--- config.mk ---
export PLATFORM = sky130hd
export DESIGN_NAME = dongle_serial_master
export DESIGN_NICKNAME = d
export VERILOG_FILES = /design/src/rtl/dsm_pkg.sv /design/src/rtl/dsm_phase_timer.sv /design/src/rtl/dsm_rx_capture.sv /design/src/rtl/dongle_serial_master.sv
export SDC_FILE = /design/constraint.sdc
export NUM_CORES = 1
export LEC_CHECK = 0
export BUFFER_PORTS_ARGS = -buffer_cell sky130_fd_sc_hd__buf_4
export CORE_UTILIZATION = 56
export CTS_BUF_LIST = sky130_fd_sc_hd__clkbuf_8
export CTS_CLUSTER_DIAMETER = 200
export DETAILED_ROUTE_END_ITERATION = 10
export GPL_TIMING_DRIVEN = 1
export PLACE_DENSITY_LB_ADDON = 0.25
export SLEW_MARGIN = 20
export SYNTH_ARGS = -nofsm -noshare
export SYNTH_HDL_FRONTEND = slang
export SYNTH_HIERARCHICAL = 1
export SYNTH_SLANG_ARGS = --single-unit
export TNS_END_PERCENT = 1
--- constraint.sdc ---
create_clock -name clk -period 3.45 [get_ports clk]
set_clock_uncertainty 0.2 [all_clocks]
set_input_delay 0.69 -clock clk [delete_from_list [all_inputs] [get_ports clk]]
set_output_delay 0.69 -clock clk [all_outputs]
set_load 0.1 [all_outputs]
--- src/rtl/dsm_pkg.sv ---
package dsm_pkg;

  localparam int ADDR_W = 7;
  localparam int BYTE_W = 8;

  typedef enum logic [3:0] {
    ST_IDLE,
    ST_LEAD,
    ST_CMD,
    ST_WDATA,
    ST_WTAIL,
    ST_POLL,
    ST_RDATA,
    ST_DUMMY,
    ST_RTAIL_HI,
    ST_RTAIL_LO,
    ST_RSTB,
    ST_FINAL
  } seq_state_t;

endpackage

--- src/rtl/dsm_phase_timer.sv ---
module dsm_phase_timer #(
  parameter int LO_CYC = 3,
  parameter int HI_CYC = 2
) (
  input  logic clk,
  input  logic rst,
  input  logic run,
  input  logic hi,
  output logic last
);
  localparam int MAXC = (LO_CYC > HI_CYC) ? LO_CYC : HI_CYC;
  localparam int CW   = $clog2(MAXC + 1);

  logic [CW-1:0] cnt;

  assign last = run && (cnt == (hi ? CW'(HI_CYC - 1) : CW'(LO_CYC - 1)));

  always_ff @(posedge clk) begin
    if (rst || !run || last) cnt <= '0;
    else                     cnt <= cnt + 1'b1;
  end

  assert_phase_bound_R2: assert property (@(posedge clk) disable iff (rst)
    cnt < CW'(MAXC));

endmodule

--- src/rtl/dsm_rx_capture.sv ---
module dsm_rx_capture #(
  parameter int W = 8
) (
  input  logic         clk,
  input  logic         rst,
  input  logic         clr,
  input  logic         shift,
  input  logic         bit_in,
  output logic [W-1:0] data
);
  always_ff @(posedge clk) begin
    if (rst || clr) data <= '0;
    else if (shift) data <= {bit_in, data[W-1:1]};
  end
endmodule

--- src/rtl/dongle_serial_master.sv ---
module dongle_serial_master
  import dsm_pkg::*;
#(
  parameter int IDX_W        = 3,
  parameter int LO_CYC       = 3,
  parameter int HI_CYC       = 2,
  parameter int POLL_MAX     = 10,
  parameter int RESET_PULSES = 30
) (
  input  logic               clk,
  input  logic               rst,
  input  logic               req_valid,
  input  logic               req_write,
  input  logic               req_reset,
  input  logic [ADDR_W-1:0]  req_addr,
  input  logic [IDX_W-1:0]   req_index,
  input  logic [BYTE_W-1:0]  req_wdata,
  output logic               busy_o,
  output logic               done_o,
  output logic [BYTE_W-1:0]  rd_data_o,
  output logic               not_ready_o,
  output logic               sck_o,
  output logic               sdo_o,
  input  logic               sdi_i
);
  localparam int BIGGEST = (RESET_PULSES > POLL_MAX) ? RESET_PULSES : POLL_MAX;
  localparam int CNT_W   = $clog2(BIGGEST + BYTE_W + 1);

  seq_state_t        state;
  logic              hi;
  logic              last;
  logic [CNT_W-1:0]  cnt;
  logic [BYTE_W-1:0] sh;
  logic [BYTE_W-1:0] wdata_q;
  logic              is_read;
  logic              nr_pend;
  logic [BYTE_W-1:0] rx_data;
  logic [BYTE_W-1:0] cmd_w;
  logic              accept;
  logic              pulse_end;

  always_comb begin
    cmd_w    = {{(BYTE_W-ADDR_W){1'b0}}, req_addr} |
               {{(BYTE_W-1-IDX_W){1'b0}}, req_index, 1'b0};
    cmd_w[0] = req_write;
  end

  assign accept    = (state == ST_IDLE) && req_valid;
  assign pulse_end = last && hi;

  dsm_phase_timer #(.LO_CYC(LO_CYC), .HI_CYC(HI_CYC)) u_timer (
    .clk  (clk),
    .rst  (rst),
    .run  (state != ST_IDLE),
    .hi   (hi),
    .last (last)
  );

  dsm_rx_capture #(.W(BYTE_W)) u_rx (
    .clk    (clk),
    .rst    (rst),
    .clr    (accept),
    .shift  (pulse_end && (state == ST_RDATA)),
    .bit_in (sdi_i),
    .data   (rx_data)
  );

  always_ff @(posedge clk) begin
    if (rst) begin
      state       <= ST_IDLE;
      hi          <= 1'b0;
      cnt         <= '0;
      sh          <= '0;
      wdata_q     <= '0;
      is_read     <= 1'b0;
      nr_pend     <= 1'b0;
      busy_o      <= 1'b0;
      done_o      <= 1'b0;
      rd_data_o   <= '0;
      not_ready_o <= 1'b0;
      sck_o       <= 1'b0;
      sdo_o       <= 1'b0;
    end else begin
      done_o <= 1'b0;
      case (state)
        ST_IDLE: begin
          if (req_valid) begin
            busy_o  <= 1'b1;
            hi      <= 1'b0;
            sck_o   <= 1'b0;
            sdo_o   <= 1'b0;
            cnt     <= '0;
            nr_pend <= 1'b0;
            sh      <= cmd_w;
            wdata_q <= req_wdata;
            is_read <= !req_reset && !req_write;
            state   <= req_reset ? ST_RSTB : ST_LEAD;
          end
        end
        ST_FINAL: begin
          if (last) begin
            state  <= ST_IDLE;
            busy_o <= 1'b0;
            done_o <= 1'b1;
            if (is_read) begin
              rd_data_o   <= nr_pend ? '0 : rx_data;
              not_ready_o <= nr_pend;
            end else begin
              rd_data_o   <= '0;
              not_ready_o <= 1'b0;
            end
          end
        end
        default: begin
          if (last && !hi) begin
            hi    <= 1'b1;
            sck_o <= 1'b1;
          end else if (pulse_end) begin
            hi    <= 1'b0;
            sck_o <= 1'b0;
            cnt   <= cnt + 1'b1;
            case (state)
              ST_LEAD: begin
                state <= ST_CMD;
                cnt   <= '0;
                sdo_o <= sh[0];
              end
              ST_CMD: begin
                if (cnt == CNT_W'(BYTE_W - 1)) begin
                  cnt <= '0;
                  if (is_read) begin
                    state <= ST_POLL;
                    sdo_o <= 1'b1;
                  end else begin
                    state <= ST_WDATA;
                    sh    <= wdata_q;
                    sdo_o <= wdata_q[0];
                  end
                end else begin
                  sh    <= sh >> 1;
                  sdo_o <= sh[1];
                end
              end
              ST_WDATA: begin
                if (cnt == CNT_W'(BYTE_W - 1)) begin
                  state <= ST_WTAIL;
                  cnt   <= '0;
                  sdo_o <= 1'b0;
                end else begin
                  sh    <= sh >> 1;
                  sdo_o <= sh[1];
                end
              end
              ST_WTAIL: begin
                sdo_o <= 1'b0;
                if (cnt == CNT_W'(1)) state <= ST_FINAL;
              end
              ST_POLL: begin
                sdo_o <= 1'b1;
                if (!sdi_i) begin
                  state <= ST_RDATA;
                  cnt   <= '0;
                end else if (cnt == CNT_W'(POLL_MAX - 1)) begin
                  state   <= ST_DUMMY;
                  cnt     <= '0;
                  nr_pend <= 1'b1;
                end
              end
              ST_RDATA: begin
                sdo_o <= 1'b1;
                if (cnt == CNT_W'(BYTE_W - 1)) begin
                  state <= ST_RTAIL_HI;
                  cnt   <= '0;
                end
              end
              ST_DUMMY: begin
                sdo_o <= 1'b1;
                if (cnt == CNT_W'(1)) begin
                  state <= ST_RTAIL_HI;
                  cnt   <= '0;
                end
              end
              ST_RTAIL_HI: begin
                state <= ST_RTAIL_LO;
                cnt   <= '0;
                sdo_o <= 1'b0;
              end
              ST_RTAIL_LO: begin
                sdo_o <= 1'b0;
                if (cnt == CNT_W'(2)) state <= ST_FINAL;
              end
              ST_RSTB: begin
                sdo_o <= 1'b0;
                if (cnt == CNT_W'(RESET_PULSES - 1)) state <= ST_FINAL;
              end
              default: state <= ST_IDLE;
            endcase
          end
        end
      endcase
    end
  end

  // Data line is only moved while the serial clock is low.
  assert_sdo_quiet_high_R2: assert property (@(posedge clk) disable iff (rst)
    (sck_o && $past(sck_o)) |-> $stable(sdo_o));

  // Both lines rest low whenever no transfer runs.
  assert_idle_lines_low_R4: assert property (@(posedge clk) disable iff (rst)
    !busy_o |-> (!sck_o && !sdo_o));

  // Busy can only drop together with the completion pulse.
  assert_busy_drop_done_R10: assert property (@(posedge clk) disable iff (rst)
    $fell(busy_o) |-> done_o);

  assert_done_single_R10: assert property (@(posedge clk) disable iff (rst)
    done_o |=> !done_o);

  assert_nready_zero_R7: assert property (@(posedge clk) disable iff (rst)
    not_ready_o |-> (rd_data_o == '0));

  // Outputs toward the host only move at completion.
  assert_result_hold_R11: assert property (@(posedge clk) disable iff (rst)
    !done_o |-> ($stable(rd_data_o) && $stable(not_ready_o)));

endmodule

Yosys cells after proc, flatten, opt, wreduce, memory -nomap -nowiden:

Cells that the tools add are included.

* register bits: 51
* bits in latches: 0
* RAM bits: 0
* memory bits (read-only): 0
* input port bits: 24
* output and inout bits: 13
* logic and storage cells: 146
* memories: 0

* $add $sub $neg: 2
* multipliers: 0
* divide/modulo/power cells: 0
* magnitude comparators: 0
* equal/unequal tests: 31
* shift operators: 0
* mux-type cells: 59
* bitwise operators: 2
* reductions and logical operators: 38

Operators by type and width (number)
* two-way mux 8 bit: 8
* two-way mux 4 bit: 14
* two-way mux 6 bit: 7
* one-hot mux 4 bit (10 select lines): 1
* one-hot mux 8 bit (2 select lines): 2
* inequality test 4 bit, second input constant: 6
* one-hot mux 6 bit (4 select lines): 1
* two-way mux 1 bit: 17
* == test 4 x 3 -> 1 bit, second input constant: 4
* == test 4 bit, second input constant: 4
* AND reduction 7 bit: 2
* one-hot mux 6 bit (2 select lines): 1
* AND reduction 12 bit: 1
* nonzero test 2 bit: 5
* nonzero test 3 bit: 3
* == test 4 x 2 -> 1 bit, second input constant: 2
* one-hot mux 1 bit (2 select lines): 4
* one-hot mux 4 bit (2 select lines): 1
* bitwise OR 7 x 4 -> 7 bit: 1
* adder 6 x 1 -> 6 bit, second input constant: 1
* == test 6 x 1 -> 1 bit, second input constant: 1
* == test 6 x 2 -> 1 bit, second input constant: 1
* == test 6 x 3 -> 1 bit, second input constant: 1
* == test 6 x 4 -> 1 bit, second input constant: 1
* 27 further kinds: 43

Longest topological paths before layout:

Gate-level depths: netlist of the first run.

* word-level depth: 7
* mapped depth: 11
* mapped depth without buffers: 8

Modules after synthesis:

The synthesis of the first run kept the hierarchy.

By module, submodules not included
* dongle_serial_master: times used 1, cells each 283, area an instance 2428.6 µm², sequential area each 820.8 µm²
* dsm_rx_capture: times used 1, cells each 27, area an instance 295.3 µm², sequential area each 160.2 µm²
* dsm_phase_timer: times used 1, cells each 11, area an instance 102.6 µm², sequential area each 40.0 µm²

Worst setup path after synthesis of the first run:

OpenSTA, ideal clock, no wires.

* path type: register to register
* start: reg hi
* end: reg sh[5]
* library setup time: 116 ps
* arrival time: 2739 ps
* data required time: 3134 ps
* path slack: 395 ps
* stages on the path, launching flop included: 9
* buffers on the path: 1
* clock period less this slack: 3055 ps
* cell sequence: dfxtp_1 nand3b_1 a21boi_1 and2_2 mux2i_4 a2111oi_4 buf_6 nor3b_1 a31o_1

* longest elaborated chain between the ends: 6
* elaborated cells between the ends (all ways): 9
* those cells by class: eq/ne: 2; mux: 1; reduce/logical: 6

RTL lines
* start, declared: RTL line dongle_serial_master.sv:30 `logic hi;`
* start signal, assigned: RTL line dongle_serial_master.sv:71 `hi <= 1'b0;`
* start signal, assigned: RTL line dongle_serial_master.sv:89 `hi <= 1'b0;`
* start signal, assigned: RTL line dongle_serial_master.sv:116 `hi <= 1'b1;`
* two-way mux 2 bit (*): RTL line dsm_phase_timer.sv:16 `assign last = run && (cnt == (hi ? CW'(HI_CYC - 1) : CW'(LO_CYC - 1)));`
* == test 2 bit (*): RTL line dsm_phase_timer.sv:16
* logical AND 1 bit (*): RTL line dsm_phase_timer.sv:16
* named net last: RTL line dongle_serial_master.sv:31 `logic last;`
* logical AND 1 bit, on equally long branches: RTL line dongle_serial_master.sv:115, dongle_serial_master.sv:49
* inequality test 2 bit (no line) / nonzero test 2 bit (equally long branches)
* AND reduction 7 bit (no line) (*)
* end signal, assigned: RTL line dongle_serial_master.sv:136 `sh <= wdata_q;`
* end signal, assigned: RTL line dongle_serial_master.sv:140 `sh <= sh >> 1;`
* end signal, assigned: RTL line dongle_serial_master.sv:150 `sh <= sh >> 1;`
* end, declared: RTL line dongle_serial_master.sv:33 `logic [BYTE_W-1:0] sh;`

Mark *: on every way through the listed nets, which the timed path passes. The rest lies on a longest branch.
A chain may end at the register's enable or synchronous reset.

Final worst setup path of the first run:

* start: reg hi
* end: reg state[2]

* longest elaborated chain between the ends: 6
* elaborated cells between the ends (all ways): 10
* those cells by class: eq/ne: 3; mux: 1; reduce/logical: 6

RTL lines
* two-way mux 2 bit (*): RTL line dsm_phase_timer.sv:16
* == test 2 bit (*): RTL line dsm_phase_timer.sv:16
* logical AND 1 bit (*): RTL line dsm_phase_timer.sv:16
* named net last: RTL line dongle_serial_master.sv:31
* logical AND 1 bit, on equally long branches: RTL line dongle_serial_master.sv:115, dongle_serial_master.sv:49
* inequality test 3 x 2 -> 1 bit (no line) / nonzero test 3 bit (equally long branches)
* AND reduction 12 bit (no line) (*)
* end signal, assigned: RTL line dongle_serial_master.sv:97 `state <= req_reset ? ST_RSTB : ST_LEAD;`
* end, declared: RTL line dongle_serial_master.sv:29 `seq_state_t state;`

Marks and branches as above.

==> flow_summary.yaml, run 1 <==
drt:
  dr.pass1.iters: 5
  drtIter0Drc: 154
  route.detailed.wl_per_inst_microns: 14.3
  vias: 2353
  route.detailed.drc: 0
  via_per_inst: 5.62
  wl_microns: 6010
  final_antenna_net_count: 0
finish:
  fillers: 420
  final_util_pct: 66.4
  final_cell_mix: "dfxtp_1 (51), buf_4 (43), nand2_1 (39)"
  layout_commonest_cell: "dfxtp_1"
  layout-drive-gt1-share_pct: 19.6
  area_growth_syn_to_layout_pct: 12.5
  multi_input_area_sq_um: 1600
  regArea_sq_um: 1020
  n_antenna_cell: 0
  final_net_count: 378
global_route:
  grt_use_total_pct: 24.6
  first_global_vias: 2198
  grt_overflow: 0
  antenna_found_initial: 0
  grt_pass1_wl_microns: 10200
  grt_max_degree: 40
worst_setup_path:
  worstPathArrival_ps: 2870
  required_ps: 3460
  critPathMaxFanout: 11
  r2r_cells: 7
  cpPeakStageDelay_ps: 460
  path_class: "register to register"
  cp_slowest_cell: "a21boi_1"
  endpoint_kind: "register"
  crit_path_cell_trace: "or3b_1, a21boi_1, or2b_1, a22o_2, a22oi_1, a221o_2, mux2_4"
  cp-start-kind: "register"
yosys:
  synthFlopType: "dfxtp_1"
  synth_top_family_by_area: "simple AND/OR/NAND/NOR gates"
  synth_cell_types: 64
  syn_area_sq_um: 2830
  synth_compound_area_share_pct: 22.1
  async_flop_share_pct: 0
  syn_area_per_cell_sq_um: 8.81
  synthMuxAreaShare_pct: 8.23
  synthesis.nets: 348
  synthAdderAreaFrac_pct: 1.33
  synth_edf_count: 0
  syn_inst: 321
  synth_seq_area_share_pct: 36.1
  ys_warn_count: 6
  ys_seq_elements: 51
  yosys.area_share.xor_xnor_pct: 0.930
  synthSimpleGateAreaFrac_pct: 24.1
timing:
  rsz0062_at_grt: "false"
  fin_setup_tns_ps: 0
  hold_viol: 0
  worst_pin_slew_ps: 748
  min_period_ps: 2870
  finalMaxSlewViolations: 0
  relSlewSlack_pct: 50.0
  fin_crit_sh_pct: 83.2
  max_freq_mhz: 349
  setup_violations: 0
placed_design:
  dpl.hpwl_microns: 4240
  gp_congestion: 0.840
  port-buffer-count: 35
status:
  status: "finished clean"
die:
  die_area_sq_um: 5340
  floorplan.die.width_microns: 73.0
  core_sq_um: 4790
  die_h_microns: 73.0
  initial_core_util_pct: 59.1
  fp-row-count: 25
  io_pins: 37
cts:
  clk_latency_ps: 310
  cts_sinks: 51
  clockBufferDepth: 2
  ctsRootBufferMaster: "clkbuf_8"
  htreeDepth: 2
  cts_made_buffers: 5
  cts_tree: "done"
  cts.repair.resized: 0
  clk_pin_slew_ps: 100
  postCtsHoldBufs: 0
  post-cts-setup-buffer-count: 0
worst_hold_path:
  holdPathStages: 2
  hold_class: "register to register"
power_and_ir_drop:
  vdd_drop_max_v: 0.000457
  p_leak_nw: 1.20
  power.density_nw_per_um2: 725
job:
  drv_cap: 0
cells in the mapped netlist (5+ instances only):
master | number | share of area, %
nand2b_1 | 6 | 1.3
a22o_1 | 8 | 2.5
inv_1 | 8 | 1.1
a21oi_1 | 27 | 4.8
mux2i_1 | 18 | 6.4
o21ai_1 | 5 | 0.89
o21ai_0 | 13 | 2.3
nor2b_1 | 6 | 1.3
a31o_1 | 7 | 2.2
buf_6 | 9 | 3.6
dfxtp_1 | 51 | 36
nand2_1 | 39 | 5.2
nor2_1 | 27 | 3.6
clkbuf_1 | 6 | 0.80
nor3_1 | 13 | 2.3
nor3b_1 | 8 | 2.1
worst max-delay path, delay by kind of cell, from the launching register on:
kind | cells | cell delay, ps
muxes | 1 | 310
and+or+nand+nor | 2 | 720
AOI/OAI and AO/OA | 4 | 1120
DFF | 1 | 420
cell families (layout without fill, tap and decap cells):
family          Yosys count  after routing
flops                    51             51
fa+ha+maj                 3              3
buf+inv                  29             60
xor+xnor                  3              3
simple gates            126            126
mux                      21             21
compound gates           88             88
layer usage:
metal | part of all wire, % | global-route usage, % | wire length, microns
met2 | 48 | 41.6 | 2880
met1 | 47 | 31.7 | 2800
met5 | 0 | 0 | 0
met3 | 3.9 | 3.59 | 235
met4 | 1.6 | 9.37 | 97
per-stage QoR:
stage	hold WS, ps	cells	area (sq um)	setup WS (ps)	total power, W
floorplan	236	321	2830	395	0.00168
global placement	242	411	3060	658	0.00186
detailed placement	248	411	3060	593	0.00188
CTS	262	419	3180	570	0.00231
global route	286	419	3180	423	0.00247
finish	261	419	3180	581	0.00231
layout make-up:
cell class | instances | share of cell area (%)
Clock buffer | 5 | 2.16
Clock inverter | 3 | 1.46
Inverter | 9 | 1.06
Multi-Input combinational cell | 241 | 50.4
Sequential cell | 51 | 32.1
Tap cell | 67 | 2.64
Timing Repair Buffer | 43 | 10.2
registers in the layout (all words and copies together) (netlist names):
| register | cells |
|---|---|
| sdo_o | 1 |
| nr_pend | 1 |
| rd_data_o | 8 |
| sh | 8 |
| is_read | 1 |
| u_timer/cnt | 2 |
| not_ready_o | 1 |
| wdata_q | 8 |
| u_rx/data | 8 |
| hi | 1 |
| state | 4 |
| cnt | 6 |
| done_o | 1 |
| busy_o | 1 |
final timing paths:
| check | slack [ps] | to | from |
|---|---|---|---|
| setup / recovery | 580 | state[2] | hi |
| hold / removal | 260 | wdata_q[2] | wdata_q[2] |
| setup reg to reg | 580 | state[2] | hi |
| hold reg to reg | 260 | wdata_q[2] | wdata_q[2] |
report_power, final:
group          switching, W  leakage (nW)  internal [W]
Combinational      0.000675         0.730      0.000477
Sequential        0.0000540         0.414      0.000672
Clock              0.000209        0.0548      0.000219
Total              0.000938          1.20       0.00137
Note: power is estimated with default switching activity, not from simulation.
==> run 2, diff against run 1 <==
- clock period: 3.45 -> 2.8 ns (I/O delays scaled with it)
==> flow_summary.yaml, run 2 (same netlist as run 1, synthesis figures left out) <==
status:
  status: "finished clean"
worst_setup_path:
  r2r-start: "u_timer/cnt[1]"
  r2r-end: "state[0]"
  endpoint_kind: "register"
  crit_path_cell_trace: "or3b_1, a21boi_1, or2b_1, a22o_2, a22oi_1, a221o_2, mux2_4"
  cp_top_family: "compound AO/OA/AOI/OAI gates"
  r2r_cells: 7
  cp_slowest_cell: "dfxtp_1"
  cp.depth: 7
  cpPeakStageDelay_ps: 380
  cp-endpoint: "state[0]"
  cp-start-kind: "register"
  reg2reg_slack_ps: 260
  crit_start: "u_timer/cnt[1]"
  worstPathArrival_ps: 2550
  required_ps: 2810
  cp_num_buf_inv: 0
  path_class: "register to register"
  critPathMaxFanout: 5
power_and_ir_drop:
  clkPwrFrac_pct: 18.6
  p_leak_nw: 1.21
  combPwrFrac_pct: 49.9
  p_sw_w: 0.00116
  seqPwrFrac_pct: 31.6
  power.density_nw_per_um2: 890
  p_int_w: 0.00169
  vdd_drop_max_v: 0.000577
  switching_share_pct: 40.8
drt:
  drtIter0Drc: 114
  wl_met3_microns: 265
  dr_wl_met2_microns: 2870
  via_per_inst: 5.61
  wl_microns: 6040
  route.detailed.wl_per_inst_microns: 14.3
  wl_met1_microns: 2780
  route.detailed.drc: 0
  top_layer: "met4"
  vias: 2369
  dr.pass1.iters: 4
  final_antenna_net_count: 0
finish:
  layout-drive-gt1-share_pct: 20.6
  n_antenna_cell: 0
  final_net_count: 381
  final_util_pct: 66.9
  layout_commonest_cell: "dfxtp_1"
  fin_cells: 422
  area_growth_syn_to_layout_pct: 13.3
  final_cell_mix: "dfxtp_1 (50), buf_4 (46), nand2_1 (39)"
die:
  initial_core_util_pct: 59.1
  fp-row-count: 25
  die_h_microns: 73.0
  floorplan.die.width_microns: 73.0
  io_pins: 37
  core_sq_um: 4790
  die_area_sq_um: 5340
timing:
  finalMaxSlewViolations: 0
  max_freq_mhz: 393
  setup_violations: 0
  worst_pin_slew_ps: 694
  hold_viol: 0
  fin_crit_sh_pct: 90.8
  rsz0062_at_grt: "false"
  min_period_ps: 2540
  relSlewSlack_pct: 53.7
global_route:
  grt_max_degree: 40
  grt_use_total_pct: 24.5
  grt_overflow: 0
  antenna_found_initial: 0
  first_global_vias: 2143
  grt_pass1_wl_microns: 10100
placed_design:
  place_inst: 414
  gp_congestion: 0.889
  dpl.hpwl_microns: 4210
  port-buffer-count: 35
worst_hold_path:
  holdPathStages: 2
  hold_class: "register to register"
cts:
  htreeDepth: 2
  ctsRootBufferMaster: "clkbuf_8"
  clk_pin_slew_ps: 100
  post-cts-setup-buffer-count: 0
  clockBufferDepth: 2
  cts.repair.resized: 0
  clk_latency_ps: 310
  cts_sinks: 51
  cts_tree: "done"
  postCtsHoldBufs: 0
  cts_made_buffers: 5
job:
  drv_cap: 0
## run 2: area by class of cell
class	count	area, sq um
multi-input cells	241	1600
fillers	410	1580
flip-flops and latches	51	1020
repair buffers	46	345
well taps	67	83.8
clock buffers	5	68.8
clock inverters	3	46.3
inverters	9	33.8
## run 2: routing by layer
layer / vias to the layer above / GRT usage (%)
met1: 1077 / 31.2
met4: 0 / 8.71
met2: 63 / 41.5
met3: 11 / 4.14
li1: 1218 / -
met5: - / 0
## run 2: worst reg2reg max path: cells and delay by family, from the launching register on
kind             cells  cell delay [ps]
flip-flops           1              380
AO/OA/AOI/OAI        4              890
multiplexers         1              310
AND/OR/NAND/NOR      2              660
## run 2: metrics by stage
| step | total power [W] | hold WS [ps] | setup TNS [ps] | setup slack [ps] | cell area, sq um |
|---|---|---|---|---|---|
| after global routing | 0.00303 | 289 | 0 | 138 | 3200 |
| after CTS | 0.00286 | 261 | 0 | 260 | 3200 |
| after floorplan | 0.00208 | 236 | -106 | -53.2 | 2830 |
| after detailed placement | 0.00233 | 248 | 0 | 287 | 3090 |
| final | 0.00285 | 258 | 0 | 257 | 3200 |
| after global placement | 0.00230 | 243 | 0 | 327 | 3090 |
## run 2: power groups by stage
stage          logic, W  registers [W]  clock network, W
2_1_floorplan   0.00115       0.000924                 0
3_3_place_gp    0.00139       0.000912                 0
3_5_place_dp    0.00141       0.000917                 0
4_1_cts         0.00142       0.000901          0.000541
5_1_grt         0.00154       0.000913          0.000568
6_report        0.00142       0.000899          0.000530
## run 2: worst min-delay path by stage
stage / from / end / slack, ps
2_1_floorplan: wdata_q[1] / wdata_q[1] / 240
3_3_place_gp: wdata_q[3] / wdata_q[3] / 240
3_5_place_dp: wdata_q[3] / wdata_q[3] / 250
4_1_cts: wdata_q[3] / wdata_q[3] / 260
5_1_grt: wdata_q[2] / wdata_q[2] / 290
6_report: wdata_q[3] / wdata_q[3] / 260
